--- config.mk ---
export PLATFORM = sky130hd
export DESIGN_NAME = shift_engine
export DESIGN_NICKNAME = d
export VERILOG_FILES = /design/src/rtl/se_pkg.sv /design/src/rtl/se_clkgen.sv /design/src/rtl/se_shifter.sv /design/src/rtl/shift_engine.sv
export SDC_FILE = /design/constraint.sdc
export NUM_CORES = 1
export LEC_CHECK = 0
export BUFFER_PORTS_ARGS = -buffer_cell sky130_fd_sc_hd__clkbuf_2
export CAP_MARGIN = 15
export CELL_PAD_IN_SITES_DETAIL_PLACEMENT = 1
export CELL_PAD_IN_SITES_GLOBAL_PLACEMENT = 1
export CORE_ASPECT_RATIO = 1.1
export CORE_UTILIZATION = 42
export CTS_CLUSTER_SIZE = 16
export DETAILED_ROUTE_END_ITERATION = 16
export PLACE_DENSITY_LB_ADDON = 0.3
export SLEW_MARGIN = 40
export SYNTH_ARGS = -nofsm -noshare
export SYNTH_HDL_FRONTEND = slang
export SYNTH_SLANG_ARGS = --single-unit
--- constraint.sdc ---
create_clock -name clk -period 3.65 [get_ports clk]
set_input_delay 0.73 -clock clk [delete_from_list [all_inputs] [get_ports clk]]
set_output_delay 0.73 -clock clk [all_outputs]
set_load 0.01 [all_outputs]
--- src/rtl/se_pkg.sv ---
package se_pkg;

    localparam int DIV_W       = 3;
    localparam int CTRL_W      = 15;
    localparam int FLAG_RD_BIT = 8;
    localparam logic [CTRL_W-1:0] CTRL_RST = 15'h0001;

    typedef enum logic [1:0] {
        ADDR_CTRL  = 2'd0,
        ADDR_COUNT = 2'd1,
        ADDR_DATA  = 2'd2,
        ADDR_FLAG  = 2'd3
    } se_addr_e;

    typedef struct packed {
        logic             hold;
        logic             master;
        logic             lsb_first;
        logic             wide;
        logic             cpha;
        logic             cpol;
        logic             out_en;
        logic             transparent;
        logic             irq_en;
        logic             keep_flag;
        logic [DIV_W-1:0] div;
        logic             src_sw;
        logic             sw_clk;
    } se_cfg_t;

    function automatic se_cfg_t se_decode(input logic [CTRL_W-1:0] c);
        se_cfg_t f;
        f.hold        = c[0];
        f.master      = c[1];
        f.lsb_first   = c[2];
        f.wide        = c[3];
        f.cpha        = c[4];
        f.cpol        = c[5];
        f.out_en      = c[6];
        f.transparent = c[7];
        f.irq_en      = c[8];
        f.keep_flag   = c[9];
        f.div         = c[12:10];
        f.src_sw      = c[13];
        f.sw_clk      = c[14];
        return f;
    endfunction

endpackage

--- src/rtl/se_clkgen.sv ---
module se_clkgen #(
    parameter int DIV_W = 3
) (
    input  logic             clk,
    input  logic             rst_n,
    input  logic             hold,
    input  logic             master,
    input  logic             cpol,
    input  logic [DIV_W-1:0] div,
    input  logic             src_sw,
    input  logic             sw_clk,
    input  logic             run,
    input  logic             sclk_in,
    output logic             lead,
    output logic             trail,
    output logic             sclk_out
);
    localparam int PRE_W = (1 << DIV_W) - 1;

    typedef struct packed {
        logic [PRE_W-1:0] pre;
        logic             sck;
        logic             swc;
        logic             s1;
        logic             s2;
        logic             prev;
    } clk_st_t;

    clk_st_t q, d;
    logic [PRE_W-1:0] limit;
    logic             src_evt;
    logic             active;
    logic             lvl_now;
    logic             lvl_old;

    always_comb begin
        d       = q;
        lead    = 1'b0;
        trail   = 1'b0;
        limit   = PRE_W'((32'd1 << div) - 32'd1);
        src_evt = src_sw ? (sw_clk & ~q.swc) : 1'b1;
        active  = run | q.sck;
        lvl_now = q.s2 ^ cpol;
        lvl_old = q.prev ^ cpol;
        // synchroniser and software clock history run continuously
        d.swc  = sw_clk;
        d.s1   = sclk_in;
        d.s2   = q.s1;
        d.prev = q.s2;
        if (hold || !master) begin
            d.pre = '0;
            d.sck = 1'b0;
            if (!hold) begin
                lead  = lvl_now & ~lvl_old;
                trail = ~lvl_now & lvl_old;
            end
        end else if (!active) begin
            d.pre = '0;
        end else if (src_evt) begin
            if (q.pre == limit) begin
                d.pre = '0;
                d.sck = ~q.sck;
                lead  = ~q.sck;
                trail = q.sck;
            end else begin
                d.pre = q.pre + 1'b1;
            end
        end
    end

    always_ff @(posedge clk or negedge rst_n) begin
        if (!rst_n) q <= '0;
        else        q <= d;
    end

    assign sclk_out = (q.sck & master) ^ cpol;

endmodule

--- src/rtl/se_shifter.sv ---
module se_shifter #(
    parameter int DATA_W = 16,
    parameter int CNT_W  = 5
) (
    input  logic              clk,
    input  logic              rst_n,
    input  logic              hold,
    input  logic              lsb_first,
    input  logic              wide,
    input  logic              cpha,
    input  logic              transparent,
    input  logic              out_en,
    input  logic              keep_flag,
    input  logic              lead,
    input  logic              trail,
    input  logic              sdi,
    input  logic              wr_sr,
    input  logic              wr_cnt,
    input  logic              clr_flag,
    input  logic [DATA_W-1:0] wr_data,
    output logic [DATA_W-1:0] sr,
    output logic [CNT_W-1:0]  cnt,
    output logic              flag,
    output logic              sdo,
    output logic              sdo_oe
);
    localparam int HALF = DATA_W / 2;

    typedef struct packed {
        logic [DATA_W-1:0] sr;
        logic [CNT_W-1:0]  cnt;
        logic              flag;
        logic              lat;
    } sh_st_t;

    sh_st_t q, d;
    logic              busy;
    logic              capture;
    logic              change;
    logic              tx_bit;
    logic              cnt_load_nz;
    logic [DATA_W-1:0] shifted;
    logic [HALF-1:0]   low_shift;

    assign busy        = (q.cnt != '0);
    assign capture     = busy & (cpha ? lead : trail);
    assign change      = busy & (cpha ? trail : lead);
    assign tx_bit      = lsb_first ? q.sr[0] : (wide ? q.sr[DATA_W-1] : q.sr[HALF-1]);
    assign cnt_load_nz = wr_cnt & (wr_data[CNT_W-1:0] != '0);

    always_comb begin
        low_shift = lsb_first ? {sdi, q.sr[HALF-1:1]} : {q.sr[HALF-2:0], sdi};
        if (wide) begin
            shifted = lsb_first ? {sdi, q.sr[DATA_W-1:1]} : {q.sr[DATA_W-2:0], sdi};
        end else begin
            shifted = {q.sr[DATA_W-1:HALF], low_shift};
        end
    end

    always_comb begin
        d = q;
        if (capture) begin
            d.sr  = shifted;
            d.cnt = q.cnt - 1'b1;
            if (q.cnt == CNT_W'(1)) d.flag = 1'b1;
        end
        if (change)   d.lat  = tx_bit;
        if (clr_flag) d.flag = 1'b0;
        if (wr_sr)    d.sr   = wr_data;
        if (wr_cnt) begin
            d.cnt = wr_data[CNT_W-1:0];
            if (cnt_load_nz) begin
                d.lat = tx_bit;
                if (!keep_flag) d.flag = 1'b0;
            end
        end
        if (hold) begin
            d.cnt  = '0;
            d.flag = 1'b0;
            d.lat  = 1'b0;
        end
    end

    always_ff @(posedge clk or negedge rst_n) begin
        if (!rst_n) q <= '0;
        else        q <= d;
    end

    assign sr     = q.sr;
    assign cnt    = q.cnt;
    assign flag   = q.flag;
    assign sdo    = out_en & (transparent ? tx_bit : q.lat);
    assign sdo_oe = out_en;

endmodule

--- src/rtl/shift_engine.sv ---
module shift_engine
    import se_pkg::*;
#(
    parameter int DATA_W = 16,
    parameter int CNT_W  = 5
) (
    input  logic              clk,
    input  logic              rst_n,
    input  logic              wr_en,
    input  logic [1:0]        wr_addr,
    input  logic [DATA_W-1:0] wr_data,
    input  logic [1:0]        rd_addr,
    output logic [DATA_W-1:0] rd_data,
    input  logic              sclk_in,
    output logic              sclk_out,
    input  logic              sdi,
    output logic              sdo,
    output logic              sdo_oe,
    output logic              irq
);
    typedef struct packed {
        logic [CTRL_W-1:0] ctrl;
    } top_st_t;

    top_st_t q, d;
    se_cfg_t cfg;

    logic              wr_ctrl_w;
    logic              wr_cnt_w;
    logic              wr_sr_w;
    logic              clr_flag_w;
    logic              lead_w;
    logic              trail_w;
    logic              run_w;
    logic              hold_w;
    logic              wide_w;
    logic              flag_w;
    logic [CNT_W-1:0]  cnt_w;
    logic [DATA_W-1:0] sr_w;

    assign wr_ctrl_w  = wr_en & (se_addr_e'(wr_addr) == ADDR_CTRL);
    assign wr_cnt_w   = wr_en & (se_addr_e'(wr_addr) == ADDR_COUNT);
    assign wr_sr_w    = wr_en & (se_addr_e'(wr_addr) == ADDR_DATA);
    assign clr_flag_w = wr_en & (se_addr_e'(wr_addr) == ADDR_FLAG) & wr_data[0];

    always_comb begin
        d = q;
        if (wr_ctrl_w) d.ctrl = wr_data[CTRL_W-1:0];
    end

    always_ff @(posedge clk or negedge rst_n) begin
        if (!rst_n) q.ctrl <= CTRL_RST;
        else        q      <= d;
    end

    assign cfg    = se_decode(q.ctrl);
    assign hold_w = cfg.hold;
    assign wide_w = cfg.wide;
    assign run_w  = (cnt_w != '0);

    se_clkgen #(.DIV_W(DIV_W)) u_clkgen (
        .clk      (clk),
        .rst_n    (rst_n),
        .hold     (cfg.hold),
        .master   (cfg.master),
        .cpol     (cfg.cpol),
        .div      (cfg.div),
        .src_sw   (cfg.src_sw),
        .sw_clk   (cfg.sw_clk),
        .run      (run_w),
        .sclk_in  (sclk_in),
        .lead     (lead_w),
        .trail    (trail_w),
        .sclk_out (sclk_out)
    );

    se_shifter #(.DATA_W(DATA_W), .CNT_W(CNT_W)) u_shifter (
        .clk         (clk),
        .rst_n       (rst_n),
        .hold        (cfg.hold),
        .lsb_first   (cfg.lsb_first),
        .wide        (cfg.wide),
        .cpha        (cfg.cpha),
        .transparent (cfg.transparent),
        .out_en      (cfg.out_en),
        .keep_flag   (cfg.keep_flag),
        .lead        (lead_w),
        .trail       (trail_w),
        .sdi         (sdi),
        .wr_sr       (wr_sr_w),
        .wr_cnt      (wr_cnt_w),
        .clr_flag    (clr_flag_w),
        .wr_data     (wr_data),
        .sr          (sr_w),
        .cnt         (cnt_w),
        .flag        (flag_w),
        .sdo         (sdo),
        .sdo_oe      (sdo_oe)
    );

    always_comb begin
        rd_data = '0;
        case (se_addr_e'(rd_addr))
            ADDR_CTRL:  rd_data[CTRL_W-1:0] = q.ctrl;
            ADDR_COUNT: begin
                rd_data[CNT_W-1:0]   = cnt_w;
                rd_data[FLAG_RD_BIT] = flag_w;
            end
            ADDR_DATA:  rd_data = sr_w;
            ADDR_FLAG:  rd_data[0] = flag_w;
            default:    rd_data = '0;
        endcase
    end

    assign irq = flag_w & cfg.irq_en;

endmodule

---- Yosys cells after proc, flatten, opt, wreduce, memory -nomap -nowiden ----
Index checks and enable logic that the tools add are counted.
Widths: inputs -> output; s select.
storage, ports and cells
  bits in registers ....................... 50
  latch bits .............................. 0
  RAM bits ................................ 0
  bits in read-only memories .............. 0
  bits of input ports ..................... 25
  output and inout port bits .............. 20
  word-level logic and storage cells ...... 101
  memories kept ........................... 0
operators by class
  $add $sub $neg .......................... 3
  $mul .................................... 0
  div/mod/pow operators ................... 0
  magnitude comparators ................... 0
  eq/ne operators ......................... 9
  shifts and indexed selects .............. 1
  multiplexer cells ....................... 40
  bitwise gates (word level) .............. 22
  reductions and logical operators ........ 14
operator list
  cell                 number
  $mux 16              3
  $mux 7               4
  $mux 8               3
  $mux 1               23
  $mux 22              1
  $and 1x1->1          14
  $pmux 4 s3           1
  $pmux 6 s2           1
  $reduce_bool 2->1    5
  $reduce_bool 5->1    2
  $eq 2x2->1 const B   4
  $add 7x1->7 const B  1
  $eq 7x7->1           1
  $shl 1x3->7 const A  1
  $sub 7x1->7 const B  1
  $pmux 3 s2           1
  $eq 5x1->1 const B   1
  $sub 5x1->5 const B  1
  $eq 2x1->1 const B   2
  $logic_not 2->1      2
  $not 1->1            4
  $pmux 1 s4           1
  $ne 3x2->1 const B   1
  $pmux 1 s3           1
  8 further kinds      10

---- Longest topological paths before layout ----
  depth in word-level cells ............... 15
  depth in mapped cells ................... 12
  depth with buffers taken out ............ 10

---- Cells and area by module ----
From an unflattened synthesis, not the netlist that was laid out.
unflattened totals
  cell total of the unflattened synthesis .. 341
  area, all modules ....................... 3357.0 um2
by module, submodules not included
  module        instances  cells an instance  area each (um2)  sequential area each (um2)
  se_shifter    1          175                1625.3           575.6
  shift_engine  1          76                 892.1            376.6
  se_clkgen     1          90                 839.6            300.3

---- Least setup slack after synthesis ----
OpenSTA, ideal clock, no wires.
  kind .................................... register to register
  start point ............................. reg q[11] in the netlist's numbering
  end point ............................... reg u_shifter.q (netlist bit u_shifter.sr[10])
  library setup time ...................... 0.132 ns
  arrival time ............................ 2.950 ns
  required time ........................... 3.518 ns
  slack ................................... 0.568 ns
  stages on the path, launching flop included .. 12
  buffers on the path ..................... 1
  clock period less this slack ............ 3.082 ns
  cells stage by stage .................... dfrtp_1 > clkbuf_1 > nor2_1 > nand2_1 > ha_1 > xnor2_1 > or4_1 > a311o_1 > nand4b_4 > o31ai_4 > mux2i_1 > o21ai_1
between the ends
  cells in the longest elaborated chain, start to end .. 11
  elaborated cells between the ends (all ways) .. 15
  classes of those cells .................. add/sub (1); eq/ne (1); shift (1); mux (9); bitwise (1); reduce/logical (2)
ends and longest elaborated chain
  item                                    RTL line            RTL
  start, declared                         shift_engine.sv:25  top_st_t q, d;
  $shl 1x3->7 (*)                         se_clkgen.sv:40     limit = PRE_W'((32'd1 << div) - 32'd1);
  $sub 7x1->7 (*)                         se_clkgen.sv:40
  $eq 7x7->1 (*)                          se_clkgen.sv:60     if (q.pre == limit) begin
  $mux 1                                  se_clkgen.sv:60
  $mux 1                                  se_clkgen.sv:59     end else if (src_evt) begin
  $mux 1                                  se_clkgen.sv:57     end else if (!active) begin
  $mux 1                                  se_clkgen.sv:50     if (hold || !master) begin
  $mux 1 (*)                              se_shifter.sv:46    assign capture = busy & (cpha ? lead : trail);
  $and 1x1->1 (*)                         se_shifter.sv:46
  $reduce_bool 2->1 (no source line) (*)  n/a
  $reduce_and 2->1 (no source line) (*)   n/a
  end signal, assigned                    se_shifter.sv:85    if (!rst_n) q <= '0;
  end signal, assigned                    se_shifter.sv:86    else q <= d;
  end, declared                           se_shifter.sv:36    sh_st_t q, d;
Mark *: on every way between the ends. The rest lies on a longest branch, timed or not.
A chain may end at the register's enable or synchronous reset.

---- Worst setup path in the final report ----
  start point ............................. reg q[12] in the netlist's numbering
  end point ............................... reg u_shifter.q (netlist bit u_shifter.sr[8])
Same word-level chain as after synthesis.

==> results.cfg <==
[outcome]
outcome = finished, final reports clean

[finish]
antenna_cells = 0
fillerInstances = 889
drive_above_1_share_pct = 25.9
finalNetCount = 406
area_growth_pct = 11.9

[global_route]
antenna_found_initial = 0
grt_usage_pct = 22.1
grt-ovfl-total = 0
grt_pass1_wl_um = 14000
grt_max_degree = 33
grt_pass1_vias = 2727

[synthesis]
syn_inst = 346
synth_top_area_share_pct = 37.6
netlist_top_cells_area = dfrtp_1 38%, mux2i_1 11%, mux2_2 10%, nand2_1 4.6%, o21ai_1 3.7%
synth_ff_type = dfrtp_1
synth_most_common_cell = dfrtp_1
avgSynthCellArea_um2 = 9.42
yosysUniqueCellTypes = 54
syn-cell-area_um2 = 3260
yosysTopAreaCell = dfrtp_1
yosysWarningCount = 0
seq_area_frac_synth_pct = 38.4
synthTopCellsByCount = 49 x dfrtp_1, 40 x nand2_1, 37 x mux2i_1, 30 x mux2_2, 27 x nor2_1
ys_async_sr_fraction_pct = 100
syn-num-nets = 375
synth_seq_cells = 50
synth_edf_count = 0

[timing]
drv_slew = 0
finalCriticalPeriod_ns = 3.31
finalClockSkew_ns = 0.0180
fmax_mhz = 302
setup_violations = 0
slew_headroom_pct = 56.7
period_share_pct = 90.8
rsz0062_at_grt = false
tns_ns = 0
tightestPinTransition_ns = 0.647
hold_viol = 0
postLayoutSetupSlackWorst_ns = 0.337

[hold_path]
hp-class = flop to flop
hold_depth = 0

[setup_path]
worstPathCellList = nor2_1 -> nand2_1 -> ha_1 -> xnor2_1 -> or4_1 -> a311o_1 -> nand4b_4 -> o31ai_4 -> mux2i_1 -> o21ai_1
critical-path-top-delay-family = simple AND/OR/NAND/NOR gates
startpoint_type = flop
ff2ff_path_depth = 10
path_max_fanout = 12
reg2reg_slack_ns = 0.34
worstSetupPathType = flop to flop
critical_path_buf_inv_count = 0
end_kind = flop
max_stage_delay_ns = 0.52
path_depth = 10
crit_slowest_cell = dfrtp_1
required_ns = 3.84
crit_arrival_ns = 3.50

[power_and_ir_drop]
pwr-share-seq_pct = 46.1
finalPower_uw = 1780
p_clk_share_pct = 19.9
p_comb_share_pct = 34.0
power.internal_uw = 1100
p_per_area_nw_per_um2 = 487
netSwitchingFraction_pct = 38.1
p_sw_uw = 676
power.leakage_uw = 0.00155
ir_drop_v = 0.000170

[drt]
first_pass_iters = 4
avgViaCountPerCell = 5.58
drcViolationCount = 0
drtIter0Drc = 90
post_drt_wl_per_cell_um = 17.1
drtAntennaViolNets = 0
vias = 2696
drt_wl_total_um = 8260

[placed_design]
dp_hpwl_um = 6090
io_buffers = 44
gp_congestion = 0.819
pre_cts_ws_ns = 0.296

[clock_network]
cts_resized = 0
clock_latency_ns = 0.32
cts_buffers = 5
post-cts-setup-buffers = 0
cts_root_buffer = clkbuf_8
ctsHoldBuffers = 0
htree_levels = 2
cts_tree = done
cts_sinks = 50
path_clk_slew_ns = 0.11
cts_buffer_depth = 2

[die]
num_io_pins = 45
fp.dieW_um = 86.0
die_h_um = 94.4
core_area_um2 = 7470
start_util_pct = 43.6
dieArea_um2 = 8120
rows = 33

[flow_run]
cap_violations = 0
per-stage QoR:
stage | utilization (%) | cell area, µm² | hold WS, ns | std cells
2_1_floorplan | - | 3260 | 0.331 | 346
3_3_place_gp | 47.5 | 3550 | 0.336 | 475
3_5_place_dp | 47.5 | 3550 | 0.337 | 475
4_1_cts | 48.8 | 3650 | 0.362 | 483
5_1_grt | 48.8 | 3650 | 0.377 | 483
6_report | 48.8 | 3650 | 0.357 | 483
routing by layer:
layer  share of wire, %  GRT usage [%]  vias to the layer above
li1                   -              -                     1290
met1                 45           29.6                     1361
met2                 51           38.0                       39
met3                2.6           2.36                        6
met4                1.2           5.97                        0
met5                  0              0                        -
path summary, 6_finish.rpt:
path / start / end
max: q[12] / u_shifter.sr[8]
min: u_clkgen.d[1] / u_clkgen.d[0]
max reg2reg: q[12] / u_shifter.sr[8]
min reg2reg: u_clkgen.d[1] / u_clkgen.d[0]
max in group asynchronous: rst_n / q[2]
min in group asynchronous: rst_n / q[12]
kinds of logic after synthesis:
kind of cell	synth area share, %
buf+inv	3.92
simple gates	18.3
fa+ha+maj	1.54
compound gates	13.4
mux	22.8
xor+xnor	1.61
flops	38.4
layout by cell type (no fill, tap or decap), types with 2 or more instances in the layout:
cell type | Yosys | layout
mux2i_1 | 37 | 37
dfrtp_1 | 49 | 49
and2_1 | 3 | 3
o22ai_1 | 2 | 2
nand2_1 | 40 | 40
a31oi_1 | 4 | 4
o31ai_4 | 2 | 2
buf_4 | 0 | 4
o211ai_1 | 2 | 2
a21oi_1 | 9 | 9
nor3_1 | 7 | 7
a22o_1 | 2 | 2
or2_2 | 3 | 3
ha_1 | 4 | 4
clkbuf_8 | 0 | 5
nor3b_1 | 3 | 2
mux2_2 | 30 | 30
inv_1 | 8 | 8
nand2b_1 | 2 | 2
xnor2_1 | 4 | 4
clkbuf_2 | 0 | 44
nor4_1 | 2 | 2
nor2b_1 | 7 | 7
nand3b_1 | 2 | 2
clkinv_4 | 0 | 2
nand3_1 | 5 | 5
nor2_1 | 27 | 27
o21ai_1 | 24 | 24
or4_1 | 4 | 4
o21ai_0 | 11 | 11
or3_1 | 2 | 2
a21o_1 | 2 | 2
and3_1 | 2 | 2
xor2_1 | 2 | 2
state kept, by name, indices dropped and copies added, names as in the netlist:
name / flops
u_shifter.sr: 16
u_shifter.flag: 1
u_shifter.cnt: 5
q: 15
u_clkgen.q: 10
u_clkgen.d: 2
u_shifter.q: 1
power by group through the flow:
| stage | Clock [µW] | Sequential, µW | Combinational [µW] |
|---|---|---|---|
| 6_report | 354 | 819 | 603 |
| 5_1_grt | 383 | 838 | 678 |
| 4_1_cts | 371 | 818 | 610 |
| 3_5_place_dp | 0 | 829 | 607 |
| 3_3_place_gp | 0 | 819 | 587 |
| 2_1_floorplan | 0 | 745 | 494 |
final cells by class:
class	instances	area (µm²)	area share, %
multi-input cells	264	1890	51.7
flip-flops and latches	50	1250	34.3
repair buffers	48	250	6.86
well taps	105	131	3.60
clock buffers	5	68.8	1.89
inverters	8	30.0	0.823
clock inverters	3	28.8	0.789
(Power assumes the default switching activity.)
